**config.mk**
```make
export PLATFORM = sky130hd
export DESIGN_NAME = lin_wake_detect
export DESIGN_NICKNAME = d
export VERILOG_FILES = /design/src/rtl/lwd_pkg.sv /design/src/rtl/lwd_deglitch.sv /design/src/rtl/lwd_wake_fsm.sv /design/src/rtl/lwd_rx_gate.sv /design/src/rtl/lin_wake_detect.sv
export SDC_FILE = /design/constraint.sdc
export NUM_CORES = 1
export LEC_CHECK = 0
export ABC_AREA = 1
export BUFFER_PORTS_ARGS = -buffer_cell sky130_fd_sc_hd__buf_4
export CORE_UTILIZATION = 55
export CTS_CLUSTER_DIAMETER = 120
export DETAILED_ROUTE_END_ITERATION = 10
export GPL_TIMING_DRIVEN = 0
export PLACE_DENSITY = 0.84
export SKIP_CTS_REPAIR_TIMING = 1
export SYNTH_ARGS = -nofsm -noshare
export SYNTH_HDL_FRONTEND = slang
export SYNTH_HIERARCHICAL = 1
export SYNTH_SLANG_ARGS = --single-unit
```
**constraint.sdc**
```tcl
create_clock -name clk -period 1.3 [get_ports clk]
set_input_delay 0.26 -clock clk [delete_from_list [all_inputs] [get_ports clk]]
set_output_delay 0.26 -clock clk [all_outputs]
set_load 0.05 [all_outputs]
```
**src/rtl/lwd_pkg.sv**
```systemverilog
package lwd_pkg;

    typedef enum logic [1:0] {
        WK_IDLE = 2'd0,
        WK_MEAS = 2'd1,
        WK_WOKE = 2'd2
    } wk_state_e;

endpackage

```
**src/rtl/lwd_deglitch.sv**
```systemverilog
module lwd_deglitch #(
    parameter int DEB_CYCLES = 8
) (
    input  logic clk,
    input  logic rst_n,
    input  logic bus_i,
    output logic level_o,
    output logic fall_o
);
    localparam int CW = $clog2(DEB_CYCLES + 1);

    typedef struct packed {
        logic          sy1;
        logic          sy2;
        logic          lvl;
        logic          fall;
        logic [CW-1:0] cnt;
    } dg_t;

    localparam dg_t DG_RST = '{sy1: 1'b1, sy2: 1'b1, lvl: 1'b1, fall: 1'b0, cnt: '0};

    dg_t r_q, r_d;

    always_comb begin
        r_d      = r_q;
        r_d.sy1  = bus_i;
        r_d.sy2  = r_q.sy1;
        r_d.fall = 1'b0;
        if (r_q.sy2 != r_q.lvl) begin
            if (r_q.cnt == CW'(DEB_CYCLES - 1)) begin
                r_d.lvl  = r_q.sy2;
                r_d.cnt  = '0;
                r_d.fall = ~r_q.sy2;
            end else begin
                r_d.cnt = r_q.cnt + 1'b1;
            end
        end else begin
            r_d.cnt = '0;
        end
    end

    always_ff @(posedge clk or negedge rst_n) begin
        if (!rst_n) r_q <= DG_RST;
        else        r_q <= r_d;
    end

    assign level_o = r_q.lvl;
    assign fall_o  = r_q.fall;

    // run counter never reaches the debounce length
    a_r2_cnt_bound: assert property (@(posedge clk) disable iff (!rst_n)
        r_q.cnt < CW'(DEB_CYCLES));

    // a synchronised sample equal to the filtered level cannot move it
    a_r2_level_hold: assert property (@(posedge clk) disable iff (!rst_n)
        (r_q.sy2 == r_q.lvl) |=> $stable(level_o));

endmodule

```
**src/rtl/lwd_wake_fsm.sv**
```systemverilog
module lwd_wake_fsm
    import lwd_pkg::*;
#(
    parameter int WAKE_CYCLES = 60
) (
    input  logic clk,
    input  logic rst_n,
    input  logic arm_i,
    input  logic sleep_i,
    input  logic level_i,
    input  logic fall_i,
    output logic wake_flag_o,
    output logic wake_pin_o
);
    localparam int TW = $clog2(WAKE_CYCLES + 1);

    typedef struct packed {
        wk_state_e     st;
        logic [TW-1:0] tmr;
        logic          flag;
        logic          pin;
    } wk_t;

    localparam wk_t WK_RST = '{st: WK_IDLE, tmr: '0, flag: 1'b0, pin: 1'b0};

    wk_t  r_q, r_d;
    logic evt;

    always_comb begin
        r_d = r_q;
        evt = 1'b0;
        case (r_q.st)
            WK_IDLE: begin
                if (arm_i && fall_i) begin
                    r_d.st  = WK_MEAS;
                    r_d.tmr = '0;
                end
            end
            WK_MEAS: begin
                if (!arm_i || level_i) begin
                    r_d.st = WK_IDLE;
                end else if (r_q.tmr == TW'(WAKE_CYCLES - 1)) begin
                    r_d.st = WK_WOKE;
                    evt    = 1'b1;
                end else begin
                    r_d.tmr = r_q.tmr + 1'b1;
                end
            end
            WK_WOKE: begin
                if (!sleep_i) r_d.st = WK_IDLE;
            end
            default: r_d.st = WK_IDLE;
        endcase
        r_d.flag = r_q.flag | evt;
        r_d.pin  = evt | (r_q.pin & sleep_i);
    end

    always_ff @(posedge clk or negedge rst_n) begin
        if (!rst_n) r_q <= WK_RST;
        else        r_q <= r_d;
    end

    assign wake_flag_o = r_q.flag;
    assign wake_pin_o  = r_q.pin;

    // dominant timer stays inside its window
    a_r6_tmr_bound: assert property (@(posedge clk) disable iff (!rst_n)
        r_q.tmr < TW'(WAKE_CYCLES));

    // a wake can only be raised while detection is armed
    a_r7_rise_needs_arm: assert property (@(posedge clk) disable iff (!rst_n)
        $rose(wake_pin_o) |-> $past(arm_i));

    // a wake is only raised on a dominant filtered level
    a_r5_rise_on_dominant: assert property (@(posedge clk) disable iff (!rst_n)
        $rose(wake_pin_o) |-> !$past(level_i));

    // flag is sticky
    a_r8_flag_sticky: assert property (@(posedge clk) disable iff (!rst_n)
        wake_flag_o |=> wake_flag_o);

    // pin never stands without the flag
    a_r8_pin_has_flag: assert property (@(posedge clk) disable iff (!rst_n)
        wake_pin_o |-> wake_flag_o);

    // leaving sleep clears the pin on the next edge
    a_r8_pin_clear: assert property (@(posedge clk) disable iff (!rst_n)
        !sleep_i |=> !wake_pin_o);

endmodule

```
**src/rtl/lwd_rx_gate.sv**
```systemverilog
module lwd_rx_gate (
    input  logic clk,
    input  logic rst_n,
    input  logic level_i,
    input  logic reg_on_i,
    input  logic en_i,
    output logic rxd_o
);
    typedef struct packed {
        logic rxd;
    } rx_t;

    rx_t r_q, r_d;

    always_comb begin
        r_d     = r_q;
        r_d.rxd = (reg_on_i && en_i) ? level_i : 1'b1;
    end

    always_ff @(posedge clk or negedge rst_n) begin
        if (!rst_n) r_q <= '{rxd: 1'b1};
        else        r_q <= r_d;
    end

    assign rxd_o = r_q.rxd;

    // closed path shows recessive on the next edge
    a_r4_gated: assert property (@(posedge clk) disable iff (!rst_n)
        !(reg_on_i && en_i) |=> rxd_o);

endmodule

```
**src/rtl/lin_wake_detect.sv**
```systemverilog
module lin_wake_detect #(
    parameter int DEB_CYCLES  = 8,
    parameter int WAKE_CYCLES = 60
) (
    input  logic clk,
    input  logic rst_n,
    input  logic bus_i,
    input  logic sleep_i,
    input  logic en_i,
    input  logic reg_on_i,
    output logic rxd_o,
    output logic wake_flag_o,
    output logic wake_pin_o
);
    logic lvl;
    logic fall;
    logic arm;

    assign arm = sleep_i & ~en_i;

    lwd_deglitch #(.DEB_CYCLES(DEB_CYCLES)) u_dg (
        .clk     (clk),
        .rst_n   (rst_n),
        .bus_i   (bus_i),
        .level_o (lvl),
        .fall_o  (fall)
    );

    lwd_wake_fsm #(.WAKE_CYCLES(WAKE_CYCLES)) u_wk (
        .clk         (clk),
        .rst_n       (rst_n),
        .arm_i       (arm),
        .sleep_i     (sleep_i),
        .level_i     (lvl),
        .fall_i      (fall),
        .wake_flag_o (wake_flag_o),
        .wake_pin_o  (wake_pin_o)
    );

    lwd_rx_gate u_rx (
        .clk      (clk),
        .rst_n    (rst_n),
        .level_i  (lvl),
        .reg_on_i (reg_on_i),
        .en_i     (en_i),
        .rxd_o    (rxd_o)
    );

    // outputs idle right after reset release
    a_r1_idle_after_reset: assert property (@(posedge clk)
        $rose(rst_n) |-> (!wake_flag_o && !wake_pin_o && rxd_o));

endmodule

```
* Word level (Yosys, flattened, before mapping)
Cells that the tools add are included.
Word-level totals: logic and storage cells 53, register bits after elaboration 19, bits in read-only memories 0, output and inout port bits 3, bits in latches 0, bits in writable memories 0, memories kept 0
Operators by class: add/sub/neg operators 2, magnitude comparators 0, muxes and demuxes 16, shifts and indexed selects 0, $mul 0, div/mod/pow operators 0, reduce and logical (&&, ||, !) cells 9, equality and inequality tests 10, bitwise operators 6
Operator list (count):
- two-way mux 6 bit | 2
- one-hot mux 6 bit (2 select lines) | 1
- two-way mux 4 bit | 2
- two-way mux 8 bit | 1
- adder 6 x 1 -> 6 bit, second input constant | 1
- equality test 6 bit, second input constant | 1
- two-way mux 1 bit | 6
- two-way mux 2 bit | 3
- != test 2 bit, second input constant | 3
- one-hot mux 2 bit (3 select lines) | 1
- adder 4 x 1 -> 4 bit, second input constant | 1
- equality test 4 x 3 -> 1 bit, second input constant | 1
- AND reduction 4 bit | 1
- != test 3 x 1 -> 1 bit, second input constant | 1
- AND reduction 3 bit | 1
- bitwise AND 1 bit | 2
- equality test 2 x 1 -> 1 bit, second input constant | 1
- equality test 2 bit, second input constant | 1
- logical AND 1 bit | 2
- zero test 2 bit | 1
- != test 2 x 1 -> 1 bit, second input constant | 1
- inverter 1 bit | 2
- bitwise OR 1 bit | 2
- AND reduction 2 bit | 1
- 4 further kinds | 4

* Depth between registers and ports, before layout
word-level depth 7, mapped depth 9

* By module
Netlist, hierarchy kept.
Modules (own cells, without submodules):
- lwd_wake_fsm | area each 511.7 um^2, times used 1, cells an instance 63
- lwd_deglitch | area each 317.8 um^2, times used 1, cells an instance 31
- lwd_rx_gate | area each 40.0 um^2, times used 1, cells an instance 3
- lin_wake_detect | area each 10.0 um^2, times used 1, cells an instance 2

* Least setup slack after synthesis
No wires, ideal clock.
kind flip-flop to flip-flop, from reg u_wk/r_q[2] (netlist bit), to reg u_wk/r_q[5] (netlist bit), path buffers 0, path slack 0.161 ns, arrival time 1.074 ns, period minus slack after synthesis 1.139 ns, data required time 1.235 ns, stages on the path, launching flop included 7, cell sequence dfrtp_1 -> ha_1 -> nand3_1 -> nor2_4 -> nor2_2 -> nand2_1 -> nand2_1
On the way: word-level cells in the longest chain between the ends 4, elaborated cells on any way between the ends 7, classes of those cells 1 x add/sub; 2 x eq/ne; 3 x mux; 1 x reduce/logical
Ends and longest elaborated chain:
- from (decl) | RTL line lwd_wake_fsm.sv:26 | wk_t r_q, r_d;
- from (signal assigned) | RTL line lwd_wake_fsm.sv:60 | else r_q <= r_d;
- adder 6 x 1 -> 6 bit | RTL line lwd_wake_fsm.sv:46 | r_d.tmr = r_q.tmr + 1'b1;
- two-way mux 6 bit | RTL line lwd_wake_fsm.sv:42 | end else if (r_q.tmr == TW'(WAKE_CYCLES - 1)) begin
- two-way mux 6 bit | RTL line lwd_wake_fsm.sv:40 | if (!arm_i || level_i) begin
- one-hot mux 6 bit (2 select lines) | RTL line lwd_wake_fsm.sv:32 | case (r_q.st)
Several ways; a longest one is shown, not always the timed one. The select of a mux whose other input is x is not followed. A chain may end at the register's enable or synchronous reset.

* Worst setup path after layout
from reg u_rx.r_q (netlist: u_rx/rxd_o), to out rxd_o
RTL lines:
- from (decl) | RTL line lwd_rx_gate.sv:13 | rx_t r_q, r_d;
- from (signal assigned) | RTL line lwd_rx_gate.sv:21 | if (!rst_n) r_q <= '{rxd: 1'b1};
- from (signal assigned) | RTL line lwd_rx_gate.sv:22 | else r_q <= r_d;
- to (decl) | RTL line lin_wake_detect.sv:11 | output logic rxd_o,
No word-level cell between the ends.

==> results.md <==
- The placer's final routability congestion estimate is 0.733.
- The area fraction in and, or, nand and nor cells after synthesis is 0.314.
- After global routing, the most crowded layer is met2.
- The tree built by TritonCTS fans out to 19 sinks.
- The largest net degree at the start of global routing is 20.
- For this run, the total global-route usage over all layers was measured as 0.203.
- The top cell type's share of synthesized area is 0.427.
- Traced cell by cell, the critical path runs through buf_4.
- The number of max-slew violations in the final report came to 0.
- The filler cell count in the final layout is 113.
- The synthesized netlist net count is approximately 110.
- After detailed routing, the total wire length is 1550 microns.
- After synthesis, the cell types taking the most area are sky130_fd_sc_hd__dfrtp_1 (43%), sky130_fd_sc_hd__nand2_1 (14%), sky130_fd_sc_hd__dfstp_2 (12%).
- Of the total synthesized cell area, the portion taken by full adders, half adders and majority gates is 0.0284.
- After layout, the design draws a total of approximately 1.2 mW.
- The final net count is 122.
- The clock tree root driver cell is sky130_fd_sc_hd__clkbuf_4.
- The kind of critical path is reg -> out.
- Setup repair after global routing left no endpoint under its margin.
- In this run the worst path has a maximum fanout of 1.
- The overall die area is around 1800 sq um.
- The DRC violation count after routing is 0.
- The top-level I/O count is 9.
- The met1 track demand over resource in global routing is 0.207.
- The top cell types in the final layout, fill and taps aside, are sky130_fd_sc_hd__nand2_1 (32), sky130_fd_sc_hd__dfrtp_1 (15), sky130_fd_sc_hd__inv_1 (13).
- The clock passes through at most 2 buffers.
- Across the VDD grid, the largest voltage drop is 0.920 mV.
- The detailed placement HPWL is 1100 microns.
- Data on the critical path is required at its endpoint by 1.04 ns.
- The number of input and output port buffers inserted is 8.
- Of all cell types, the one taking the most synthesized area is sky130_fd_sc_hd__dfrtp_1.
- At the pin with the least slew margin, the transition time is 0.222 ns.
- For this configuration, the core starts out at a cell density of 0.584.
- The path class of the tightest hold or removal check is in -> reg.
- The number of max-cap violations is 0.
- The count of antenna-violating nets left after detailed routing is 0.
- Global routing finished with a remaining overflow of 0.
- The number of diodes added for antenna fixing is 0.
- The worst register-to-register path begins at u_wk/r_q[2]$_DFFE_PN0P_.
- The clock tree skew after final layout is 0.00877 ns.
- Compared with the post-synthesis result, the final layout area differs by 15.9%.
- In this run the static leakage power is roughly 0.52 nW.
- The via count of the first global-routing pass came to about 700.
- The worst path arrival time is 0.99 ns.
- Clock-pin slew was measured on the worst setup and hold paths at 0.10 ns.
- The number of placement rows is 14.
- The number of buffers created by CTS is 3.
- Of the total synthesized cell area, the portion taken by XOR and XNOR cells is 0.0398.
- The post-synthesis compound-gate area fraction came to 0.0114.
- The flow ran to the end, and the final reports show no timing, DRC or antenna violations.
- The deepest level of the CTS H-tree is 1.
- The total via count in the routed design is 667.
- After the first detailed-routing iteration, the DRC count stood at 18.
- The yosys synthesis warning count is 6.
- Leaving out fill and tap cells, the most frequent cell in the layout is sky130_fd_sc_hd__nand2_1.
- After detailed routing, the number of vias per cell comes to 5.17.
- The first-pass GRT wire length is approximately 2600 microns.
- Counting every instance in the synthesized netlist gives 99.
- In this run the worst setup path begins at u_rx/rxd_o$_DFF_PN1_.
- After synthesis the netlist holds a flip-flop and latch count of 19.
- In the final layout, the share of cells above drive strength 1 is 0.274.
- The per-cell routed wire length is around 12 microns.
- The number of antenna violations at the first check in global routing is 0.
- Setup violations remaining at the end of the flow were counted as 0.
- Among all stages on the critical path, the largest delay is contributed by sky130_fd_sc_hd__dfstp_2.
- The die boundary height is between 40 and 50 microns.
- After routing, the total negative slack on setup checks comes to 0 ns.
- The nature of the critical path startpoint is a flip-flop.
- The kind of capture point of the worst setup path is a primary output.
- The area of the core is 1510 sq um.
- The largest family of logic cells by synthesized area is simple AND/OR/NAND/NOR gates.
- For met2 alone, demand over resource in global routing was 0.378.
- In the global route stage, met3 resource usage came out at 0.0302.
- Static timing analysis puts the maximum clock frequency at 797 MHz.
- At the later pin of the worst-skew pair, clock insertion delay measures 0.29 ns.
- Counting distinct cell types in the post-synthesis netlist gives 18.
- The average instance in the mapped netlist occupies 8.88 sq um.
- The number of iterations in the first detailed-routing pass is 4.
- The die outline width is roughly 42 microns.
- The source of the worst hold timing path is bus_i.
- TritonCTS built the clock tree.
- The power per cell area is 1150 nW/um^2.
- The minimum clock period after layout is 1.25 ns.
- Measured against the total synthesized area, the mux share comes to 0.
- Dividing the final minimum period by the clock period gives 0.965.
- The worst pin sits at a relative slew slack of 0.852.
- Once layout is complete, the utilization of the core stands at 0.677.
- Counting both buffers and inverters, the worst setup path holds a total of 1.
- Summing every instance area after synthesis gives a little under 900 sq um.
- Of the synthesized area, sequential elements account for 0.546.
- The maximum single-stage delay on the critical path is 0.53 ns.
- The final count of hold timing violations is 0.
- The cell family contributing the most delay on the critical path is flip-flops.
## metal layers
layer | part of all wire | wire length (microns)
met3 | 0.047 | 73
met4 | 0.012 | 18
met5 | 0 | 0
met1 | 0.40 | 620
met2 | 0.54 | 834
## power by group
group          leakage (nW)  switching [mW]  internal, mW  total (mW)
Sequential            0.244          0.0525         0.655       0.707
Combinational         0.263           0.104        0.0690       0.174
Clock                0.0177           0.174         0.114       0.289
## Yosys cell counts
cell type                 instances
sky130_fd_sc_hd__nand3_1          7
sky130_fd_sc_hd__ha_1             2
sky130_fd_sc_hd__nor2_2           3
sky130_fd_sc_hd__nor2_1           7
sky130_fd_sc_hd__nand4_1          1
sky130_fd_sc_hd__inv_1           13
sky130_fd_sc_hd__inv_2            1
sky130_fd_sc_hd__xor2_1           1
sky130_fd_sc_hd__xnor2_1          3
sky130_fd_sc_hd__dfrtp_1         15
sky130_fd_sc_hd__o21ai_1          1
sky130_fd_sc_hd__nand2_2          2
sky130_fd_sc_hd__nand2_1         33
sky130_fd_sc_hd__o21ai_0          1
sky130_fd_sc_hd__nand2_4          1
sky130_fd_sc_hd__dfstp_2          4
sky130_fd_sc_hd__nand3_2          2
sky130_fd_sc_hd__nor2_4           2
## state kept, by name, indices dropped and copies added (netlist names)
signal and count:
u_wk/r_q 8, u_dg/r_q 5, u_dg/fall_o 1, u_dg/level_o 1
u_dg/r_d 1, u_rx/rxd_o 1, u_wk/wake_flag_o 1, u_wk/wake_pin_o 1
## final timing paths
kind                                              end  slack, ns  cells after the start
min in group asynchronous  u_wk/wake_flag_o$_DFF_PN0_       0.37                      2
hold / removal                  u_dg/r_d[6]$_DFF_PN1_       0.07                      1
hold reg to reg                 u_dg/r_q[6]$_DFF_PN1_       0.35                      0
setup / recovery                                rxd_o       0.05                      1
max in group asynchronous       u_dg/r_d[6]$_DFF_PN1_       0.67                      2
setup reg to reg              u_wk/r_q[3]$_DFFE_PN0P_       0.07                      7
## cell type report
type,count,area (sq um),share of cell area
clock inverter,1,5.00,0.00491
tap,16,20.0,0.0196
sequential,19,480,0.471
inverter,14,52.6,0.0515
timing repair buffer,10,77.6,0.0761
clock buffer,3,22.5,0.0221
multi-input combinational,66,362,0.355
## cell families (layout without fill, tap and decap cells)
logic type / after synthesis / after routing
AOI/OAI and AO/OA: 2 / 2
adders and majority gates: 2 / 2
DFF: 19 / 19
buffers and inverters: 14 / 28
xor gates and xnor gates: 4 / 4
and+or+nand+nor: 58 / 58
## through the flow
stage	hold WS [ns]	cell area, sq um	setup slack, ns	instances
2_1_floorplan	-0.0356	880	0.161	99
3_3_place_gp	0.139	960	0.0665	123
3_5_place_dp	0.140	960	0.0360	123
4_1_cts	-0.185	987	0.0125	127
5_1_grt	0.0534	1020	0.000175	129
6_report	0.0700	1020	0.0451	129
Power figures use the tool's default switching activity.
